[config.mk]
export PLATFORM = sky130hd
export DESIGN_NAME = bus_req_gen
export DESIGN_NICKNAME = d
export VERILOG_FILES = /design/src/rtl/bus_req_pkg.sv /design/src/rtl/req_lfsr.sv /design/src/rtl/req_schedule.sv /design/src/rtl/req_fsm.sv /design/src/rtl/bus_req_gen.sv
export SDC_FILE = /design/constraint.sdc
export NUM_CORES = 2
export LEC_CHECK = 0
export BUFFER_PORTS_ARGS = -buffer_cell sky130_fd_sc_hd__buf_2
export CORE_ASPECT_RATIO = 0.8
export CORE_UTILIZATION = 45
export CTS_BUF_LIST = sky130_fd_sc_hd__clkbuf_4
export CTS_CLUSTER_DIAMETER = 80
export DETAILED_ROUTE_END_ITERATION = 10
export PLACE_DENSITY = 0.59
export REMOVE_ABC_BUFFERS = 1
export SLEW_MARGIN = 10
export SYNTH_ARGS = -nofsm -noshare
export SYNTH_HDL_FRONTEND = slang
export SYNTH_SLANG_ARGS = --single-unit
[constraint.sdc]
create_clock -name clk -period 13.73 [get_ports clk]
set_clock_uncertainty 0.1 [all_clocks]
set_input_delay 2.746 -clock clk [delete_from_list [all_inputs] [get_ports clk]]
set_output_delay 2.746 -clock clk [all_outputs]
set_load 0.02 [all_outputs]
[src/rtl/bus_req_pkg.sv]
package bus_req_pkg;

  typedef enum logic [1:0] {
    ST_LOCAL  = 2'd0,
    ST_WAIT   = 2'd1,
    ST_ACK    = 2'd2,
    ST_TENURE = 2'd3
  } req_state_e;

  localparam logic [15:0] SEED_BASE = 16'hB5A3;
  localparam logic [15:0] SEED_MUL  = 16'h0123;

  // Starting value of the draw register for a given seed selector.
  function automatic logic [15:0] seed_for(input int unsigned sel);
    logic [15:0] s;
    s = SEED_BASE ^ 16'(sel * SEED_MUL);
    return (s == 16'h0000) ? 16'h0001 : s;
  endfunction

  // One shift step: x^16 + x^14 + x^13 + x^11 + 1.
  function automatic logic [15:0] lfsr_next(input logic [15:0] v);
    return {v[14:0], v[15] ^ v[13] ^ v[12] ^ v[10]};
  endfunction

endpackage

[src/rtl/req_lfsr.sv]
module req_lfsr
  import bus_req_pkg::*;
#(
  parameter int unsigned SEED_SEL = 1
) (
  input  logic        clk,
  input  logic        rst_n,
  input  logic        step,
  output logic [15:0] value
);

  localparam logic [15:0] INIT = seed_for(SEED_SEL);

  always_ff @(posedge clk) begin
    if (!rst_n) begin
      value <= INIT;
    end else if (step) begin
      value <= lfsr_next(value);
    end
  end

endmodule

[src/rtl/req_schedule.sv]
module req_schedule #(
  parameter int unsigned SLOTS = 1000,
  parameter int unsigned RATE  = 10
) (
  input  logic        clk,
  input  logic        rst_n,
  input  logic        advance,
  input  logic [15:0] rnd,
  output logic        rnd_step,
  output logic        hit,
  output logic        ready
);

  localparam int unsigned IDX_W  = $clog2(SLOTS);
  localparam int unsigned PL_W   = $clog2(SLOTS + 1);
  localparam logic [15:0] SLOTS16 = 16'(SLOTS);
  localparam logic [IDX_W-1:0] LAST_IDX = IDX_W'(SLOTS - 1);
  localparam logic [PL_W-1:0]  RATE_PL  = PL_W'(RATE);

  logic [SLOTS-1:0] table_q;
  logic [IDX_W-1:0] idx_q;
  logic [PL_W-1:0]  placed_q;
  logic             fill_q;
  logic [IDX_W-1:0] slot;
  logic             full;

  assign slot     = IDX_W'(rnd % SLOTS16);
  assign full     = (placed_q == RATE_PL);
  assign rnd_step = fill_q & ~full;
  assign ready    = ~fill_q;
  assign hit      = ~fill_q & table_q[idx_q];

  always_ff @(posedge clk) begin
    if (!rst_n) begin
      table_q  <= '0;
      idx_q    <= '0;
      placed_q <= '0;
      fill_q   <= 1'b1;
    end else if (fill_q) begin
      if (full) begin
        fill_q <= 1'b0;
      end else if (!table_q[slot]) begin
        table_q[slot] <= 1'b1;
        placed_q      <= placed_q + 1'b1;
      end
    end else if (advance) begin
      if (idx_q == LAST_IDX) begin
        idx_q    <= '0;
        table_q  <= '0;
        placed_q <= '0;
        fill_q   <= 1'b1;
      end else begin
        idx_q <= idx_q + 1'b1;
      end
    end
  end

endmodule

[src/rtl/req_fsm.sv]
module req_fsm
  import bus_req_pkg::*;
#(
  parameter int unsigned ID_W      = 3,
  parameter int unsigned MASTER_ID = 0,
  parameter int unsigned TENURE    = 8,
  parameter int unsigned CNT_W     = 16
) (
  input  logic             clk,
  input  logic             rst_n,
  input  logic             ready,
  input  logic             hit,
  input  logic             stopped,
  input  logic             bus_gnt,
  input  logic             busy_in,
  output logic             advance,
  output logic             bus_req,
  output logic             busy_out,
  output logic             addr_oe,
  output logic [ID_W-1:0]  addr_out,
  output logic [CNT_W-1:0] req_count,
  output logic [CNT_W-1:0] wait_count
);

  localparam int unsigned TEN_W = $clog2(TENURE + 1);
  localparam logic [TEN_W-1:0] TEN_LAST = TEN_W'(TENURE - 1);
  localparam logic [ID_W-1:0]  MY_ID    = ID_W'(MASTER_ID);

  req_state_e       state_q;
  logic [TEN_W-1:0] ten_q;
  logic [CNT_W-1:0] req_q;
  logic [CNT_W-1:0] wait_q;

  assign advance    = (state_q == ST_LOCAL) && ready && !stopped;
  assign bus_req    = (state_q == ST_WAIT);
  assign busy_out   = (state_q == ST_TENURE);
  assign addr_oe    = (state_q == ST_TENURE);
  assign addr_out   = (state_q == ST_TENURE) ? MY_ID : '0;
  assign req_count  = req_q;
  assign wait_count = wait_q;

  always_ff @(posedge clk) begin
    if (!rst_n) begin
      state_q <= ST_LOCAL;
      ten_q   <= '0;
      req_q   <= '0;
      wait_q  <= '0;
    end else begin
      if (state_q == ST_WAIT || state_q == ST_ACK) begin
        wait_q <= wait_q + 1'b1;
      end
      case (state_q)
        ST_LOCAL: begin
          if (advance && hit) begin
            state_q <= ST_WAIT;
            req_q   <= req_q + 1'b1;
          end
        end
        ST_WAIT: begin
          if (bus_gnt) state_q <= ST_ACK;
        end
        ST_ACK: begin
          if (!busy_in) begin
            state_q <= ST_TENURE;
            ten_q   <= '0;
          end
        end
        ST_TENURE: begin
          if (ten_q == TEN_LAST) state_q <= ST_LOCAL;
          else                   ten_q   <= ten_q + 1'b1;
        end
        default: state_q <= ST_LOCAL;
      endcase
    end
  end

endmodule

[src/rtl/bus_req_gen.sv]
module bus_req_gen #(
  parameter int unsigned SLOTS     = 1000,
  parameter int unsigned RATE      = 10,
  parameter int unsigned SEED_SEL  = 1,
  parameter int unsigned MASTER_ID = 0,
  parameter int unsigned ID_W      = 3,
  parameter int unsigned TENURE    = 8,
  parameter int unsigned CLK_LIMIT = 5000,
  parameter int unsigned CNT_W     = 16
) (
  input  logic             clk,
  input  logic             rst_n,
  input  logic             bus_gnt,
  input  logic             busy_in,
  output logic             bus_req,
  output logic             busy_out,
  output logic             addr_oe,
  output logic [ID_W-1:0]  addr_out,
  output logic             active_oe,
  output logic [CNT_W-1:0] req_count,
  output logic [CNT_W-1:0] wait_count
);

  localparam int unsigned CLK_W = $clog2(CLK_LIMIT + 1);
  localparam logic [CLK_W-1:0] CLK_END = CLK_W'(CLK_LIMIT);

  logic [CLK_W-1:0] clk_q;
  logic             stopped;
  logic [15:0]      rnd;
  logic             rnd_step;
  logic             hit;
  logic             ready;
  logic             advance;

  assign stopped   = (clk_q == CLK_END);
  assign active_oe = ~stopped;

  always_ff @(posedge clk) begin
    if (!rst_n)        clk_q <= '0;
    else if (!stopped) clk_q <= clk_q + 1'b1;
  end

  req_lfsr #(.SEED_SEL(SEED_SEL)) u_lfsr (
    .clk   (clk),
    .rst_n (rst_n),
    .step  (rnd_step),
    .value (rnd)
  );

  req_schedule #(.SLOTS(SLOTS), .RATE(RATE)) u_sched (
    .clk      (clk),
    .rst_n    (rst_n),
    .advance  (advance),
    .rnd      (rnd),
    .rnd_step (rnd_step),
    .hit      (hit),
    .ready    (ready)
  );

  req_fsm #(
    .ID_W(ID_W), .MASTER_ID(MASTER_ID), .TENURE(TENURE), .CNT_W(CNT_W)
  ) u_fsm (
    .clk        (clk),
    .rst_n      (rst_n),
    .ready      (ready),
    .hit        (hit),
    .stopped    (stopped),
    .bus_gnt    (bus_gnt),
    .busy_in    (busy_in),
    .advance    (advance),
    .bus_req    (bus_req),
    .busy_out   (busy_out),
    .addr_oe    (addr_oe),
    .addr_out   (addr_out),
    .req_count  (req_count),
    .wait_count (wait_count)
  );

endmodule

* Word-level counts from Yosys, hierarchy flattened *
Cells that the tools add are included.

storage, ports and cells
  register bits after elaboration = 1088
  logic and storage cells = 87
  latch bits = 0
  bits in read-only memories = 0
  input port bits = 4
  memory bits (writable) = 0
  memories = 0

operators by class
  bitwise operators = 9
  order comparisons = 3
  reductions and logical operators = 15
  shift-type cells = 0
  eq/ne operators = 14
  mux-type cells = 29
  multiply operators = 0
  add/subtract/negate cells = 6
  divide/modulo/power cells = 1

operators with widths
  cell                                                                count
  2-to-1 mux 1000 bit                                                 5
  OR 1000 bit                                                         1
  2-to-1 mux 10 bit                                                   6
  adder 16 x 1 -> 16 bit, second input constant                       2
  < comparator 10 x 11 -> 1 bit, second input constant                2
  adder 10 x 1 -> 10 bit, second input constant                       2
  binary-select mux 1 bit (select 10 bit)                             2
  remainder unit 16 x 10 -> 16 bit, second input constant             1
  adder 13 x 1 -> 13 bit, second input constant                       1
  == test 13 bit, second input constant                               1
  inequality test 2 bit, second input constant                        6
  demux 1 bit (select 10 bit)                                         1
  == test 10 bit, second input constant                               1
  == test 10 x 4 -> 1 bit, second input constant                      1
  greater-or-equal comparator 10 x 1 -> 1 bit, second input constant  1
  2-to-1 mux 2 bit                                                    4
  2-to-1 mux 4 bit                                                    2
  case mux 2 bit (4 select lines)                                     1
  case mux 4 bit (2 select lines)                                     1
  AND reduction 4 bit                                                 2
  2-to-1 mux 1 bit                                                    7
  nonzero test 2 bit                                                  3
  adder 4 x 1 -> 4 bit, second input constant                         1
  == test 2 bit, second input constant                                2
  12 further kinds                                                    21

* Depth between registers and ports, before layout *
  depth in word-level cells = 9
  depth in mapped cells = 33
  depth with buffers taken out = 22

* Cells and area by module *
A second synthesis with hierarchy kept.

second synthesis, totals
  cells, all modules = 5071
  area, all modules = 55399.4 um^2

by module, submodules not included
  module        cells each  times used  area each (um^2)
  req_schedule  4723        1           52191.3
  req_fsm       215         1           1911.8
  bus_req_gen   79          1           673.1
  req_lfsr      54          1           623.1

* Worst setup path after synthesis *
No wires, ideal clock.

  path type = reg-to-reg
  start = register u_lfsr.value[9]
  end = register u_sched.placed_q[5]
  path buffers = 5
  stages on the path, launching flop included = 27
  slack = 6.568 ns
  clock period less this slack = 7.162 ns
  arrival time = 6.992 ns
  data required time = 13.560 ns
  cells stage by stage = dfxtp_1 -> buf_4 -> nor2_1 -> or3_1 -> o221a_1 -> a211o_1 -> and2_1 -> buf_6 -> or4_4 -> a311oi_4 -> a41oi_4 -> xnor2_1 -> mux2_2 -> mux2i_1 -> a31oi_4 -> buf_4 -> a31oi_1 -> clkbuf_1 -> o22ai_1 -> nor2_1 -> o2bb2ai_1 -> o2bb2ai_1 -> or4b_4 -> or3_4 -> buf_6 -> or4_1 -> a21oi_1

between the ends
  cells in the longest elaborated chain, start to end = 5

ends and longest elaborated chain
  what                                     RTL line            RTL
  start, declared                          req_lfsr.sv:9       output logic [15:0] value
  start signal, assigned                   req_lfsr.sv:18      value <= lfsr_next(value);
  remainder unit 16 x 10 -> 16 bit         req_schedule.sv:27  assign slot = IDX_W'(rnd % SLOTS16);
  binary-select mux 1 bit (select 10 bit)  req_schedule.sv:42  end else if (!table_q[slot]) begin
  2-to-1 mux 1 bit (implied by the code)   req_schedule.sv:42
  inequality test 2 bit (no source line)   -
  AND reduction 4 bit (no source line)     -
  end signal, assigned                     req_schedule.sv:44  placed_q <= placed_q + 1'b1;
  end, declared                            req_schedule.sv:22  logic [PL_W-1:0] placed_q;

Every way passes these cells. The select of a mux whose other input is x is not followed.
A chain may end at the register's enable or synchronous reset.

* Worst setup path in the final report *
  start = register u_lfsr.value[15]
  end = register u_sched.table_q[39]

between the ends
  cells in the longest elaborated chain, start to end = 9
  elaborated cells on any way between the ends = 14
  classes of those cells = 1 x div; 2 x order compare; 1 x eq/ne; 7 x mux; 1 x bitwise; 2 x reduce/logical

ends and longest elaborated chain
  what                                                                                                                RTL line            RTL
  remainder unit 16 x 10 -> 16 bit (*)                                                                                req_schedule.sv:27
  < comparator 10 x 11 -> 1 bit (implied by the code) or greater-or-equal comparator 10 x 1 -> 1 bit (tied branches)  req_schedule.sv:43  table_q[slot] <= 1'b1;
  logical AND 1 bit (implied by the code)                                                                             req_schedule.sv:43
  2-to-1 mux 1 bit (implied by the code)                                                                              req_schedule.sv:43
  demux 1 bit (select 10 bit)                                                                                         -
  OR 1000 bit (no source line)                                                                                        -
  2-to-1 mux 1000 bit                                                                                                 req_schedule.sv:42
  2-to-1 mux 1000 bit                                                                                                 req_schedule.sv:40  if (full) begin
  2-to-1 mux 1000 bit                                                                                                 req_schedule.sv:39  end else if (fill_q) begin
  end signal, assigned                                                                                                req_schedule.sv:35  table_q <= '0;
  end signal, assigned by index                                                                                       req_schedule.sv:43
  end signal, assigned                                                                                                req_schedule.sv:49  table_q <= '0;
  end, declared                                                                                                       req_schedule.sv:20  logic [SLOTS-1:0] table_q;

Every way passes the cells marked *; elsewhere a longest branch is shown, timed or not. The select of a mux whose other input is x is not followed.

==> metrics.yaml <==
run_status:
  outcome: "finished clean"
sta:
  worst_slack_ns: 3.14
  fmax_mhz: 94.5
  hold_violations: 0
  slew_violations: 0
  fin_crit_ns: 10.59
  rsz0062_at_grt: "false"
  hold_slack_ns: 0.358
  max_slew_margin_pct: 12.1
  timing.final.crit_share_pct: 77.1
  final.setup.tns_ns: 0
  finalSetupViolCount: 0
  worstMarginPinSlew_ns: 1.31
floorplanning:
  io_pins: 43
  die_w_um: 390
  placeableCoreArea_sq_mm: 0.119
  initial_utilization_pct: 45.5
  die_y_um: 312
  die-area_sq_mm: 0.122
  row_count: 113
synthesis:
  synthFlopType: "dfxtp_1"
  synth_common_cells: "dfxtp_1, nand2_1, o21ai_0"
  synth-edff-count: 0
  ys_seq_area_share_pct: 40.2
  synth_warnings: 0
  synth_area_leader_cell: "dfxtp_1"
  async_reset_ff_share_pct: 0
  ys_ff_latch: 1088
  synthesis.area_per_instance_sq_um: 9.97
  synth_top_area_share_pct: 40.2
  yosysMostFrequentCell: "dfxtp_1"
  ys_top_cells_by_area: "dfxtp_1, mux4_2, nand2_1"
  netlist_instances: 5432
  syn_area_sq_mm: 0.0542
  ys_types: 99
clocking:
  worstSkewPairLatency_ns: 1.32
  cts_tree: "yes"
  hold_buffers: 0
  clk_pin_slew_ns: 0.06
  htreeDepth: 5
  cts_made_buffers: 299
  post_cts.repair.setup_buffers: 0
  clk_path_buf_depth: 4
  cts_sinks: 1088
  clockRootBuffer: "clkbuf_4"
  cts_resized: 0
final_layout:
  drive_gt1_share_pct: 21.6
  area_delta_synth_final_pct: 8.74
  fin_nets: 5401
  seqCellArea_sq_mm: 0.0218
  final_core_util_pct: 49.5
  n_fill_cell: 11200
  multi_input_area_sq_mm: 0.0306
drt:
  drtIter0Drc: 6342
  wl_um: 190000
  firstDrtPassIters: 9
  drc: 0
  vias: 46100
  viasPerCell: 6.43
  detail_route.wl_per_cell_um: 26.4
  drtAntennaViolNets: 0
placement:
  portBuffers: 39
  preCtsSetupSlack_ns: 3.40
  dp_hpwl_um: 125000
  gp_congestion: 0.997
flow_run:
  maxCapViolCount: 0
pwr:
  ir_drop_mv: 0.0874
  power_density_mw_per_mm2: 131
  power_w: 0.00769
  leakage_nw: 20.0
worst_setup_path:
  worstPathMaxFanout: 25
  worstPathRequired_ns: 14.83
  r2r_slack_ns: 3.14
  start_kind: "register"
  worstSetupPathType: "register to register"
  worstPathArrival_ns: 11.69
  endpoint_kind: "register"
grt:
  grtUsageTotal_pct: 30.7
  antenna_found_initial: 10
  grt_first_pass_wirelength_um: 282000
  overflow: 0
  grt_start_max_net_pins: 214
  grt_pass1_vias: 42900
worst_hold_path:
  hp-class: "register to register"
==> state kept, by name, indices dropped and copies added, names as in the netlist <==
| name | cells |
|---|---|
| u_sched.table_q | 1000 |
| u_fsm.req_count | 16 |
| u_fsm.wait_count | 16 |
| u_lfsr.value | 16 |
| clk_q | 13 |
| u_sched.idx_q | 10 |
| u_sched.placed_q | 10 |
| u_fsm.ten_q | 4 |
| u_fsm.state_q | 2 |
| u_sched.fill_q | 1 |
==> critical path, cell delays in order, from the launching register on <==
cell      delay [ns]
dfxtp_1         0.80
nand2_1         0.13
or3_1           0.42
o221a_1         0.31
a211o_1         0.32
and2_1          0.29
o21ai_1         0.30
nand3_1         0.27
a311oi_4        0.55
a41oi_4         0.25
mux2i_1         0.73
or4_1           0.27
a22o_1          0.72
a311oi_1        0.18
nor4_4          0.56
or2_1           0.83
a211oi_1        0.14
o31ai_1         0.32
o21ai_1         0.11
or4b_4          0.51
nor3_2          0.23
buf_4           0.37
nand4_1         0.91
buf_4           0.59
o31ai_1         0.25
==> kinds of logic after synthesis <==
kind of cell	after synthesis	share of synthesized area [%]
buf+inv	506	3.67
mux	697	26.0
simple gates	1709	13.2
xor+xnor	69	1.12
flops	1088	40.2
compound gates	1349	15.5
fa+ha+maj	13	0.300
other cells	1	0.00692
==> power breakdown <==
part | internal [W] | switching [W]
logic | 0.000363 | 0.00131
clock network | 0.00141 | 0.00138
registers | 0.00319 | 0.0000442
total | 0.00496 | 0.00273
==> layer usage <==
layer | routed length [um] | up-vias | track usage (%)
met2 | 80000 | 2502 | 43.1
met5 | 8 | - | 0
met3 | 21700 | 351 | 7.58
met4 | 5770 | 2 | 10.9
met1 | 82100 | 23100 | 45.7
li1 | - | 20200 | -
==> cell type report <==
class / count / area share [%]
Timing Repair Buffer: 134 / 1.71
Antenna cell: 8 / 0.0340
Clock inverter: 64 / 0.518
Multi-Input combinational cell: 3840 / 51.9
Clock buffer: 410 / 5.23
Tap cell: 1610 / 3.42
Inverter: 21 / 0.147
Sequential cell: 1088 / 37.0
==> placed cells by master (no fill, tap or decap), drive strengths merged, types with 46 or more instances in the layout <==
cell type,count
mux4,566
clkinv,59
a21oi,92
a31oi,91
a22o,142
nor2,312
dfxtp,1088
nand3,91
nor3,52
o21ai,754
nand2,1074
buf,134
clkbuf,410
mux2i,120
nand4,46
==> worst paths after layout <==
check                                     from                                 to  cells past startpoint
max reg2reg      u_lfsr.value[15]$_SDFFE_PN1P_   u_sched.table_q[39]$_SDFFE_PN0P_                     24
max              u_lfsr.value[15]$_SDFFE_PN1P_   u_sched.table_q[39]$_SDFFE_PN0P_                     24
min reg2reg  u_sched.table_q[706]$_SDFFE_PN0P_  u_sched.table_q[706]$_SDFFE_PN0P_                      2
min          u_sched.table_q[706]$_SDFFE_PN0P_  u_sched.table_q[706]$_SDFFE_PN0P_                      2
==> stage by stage <==
stage	area (sq um)	instances
final	58900	7175
after global routing	58900	7173
after CTS	58900	7167
after detailed placement	55500	6693
after global placement	55500	6693
after floorplan	52200	4949
Note: power is estimated with default switching activity, not from simulation.
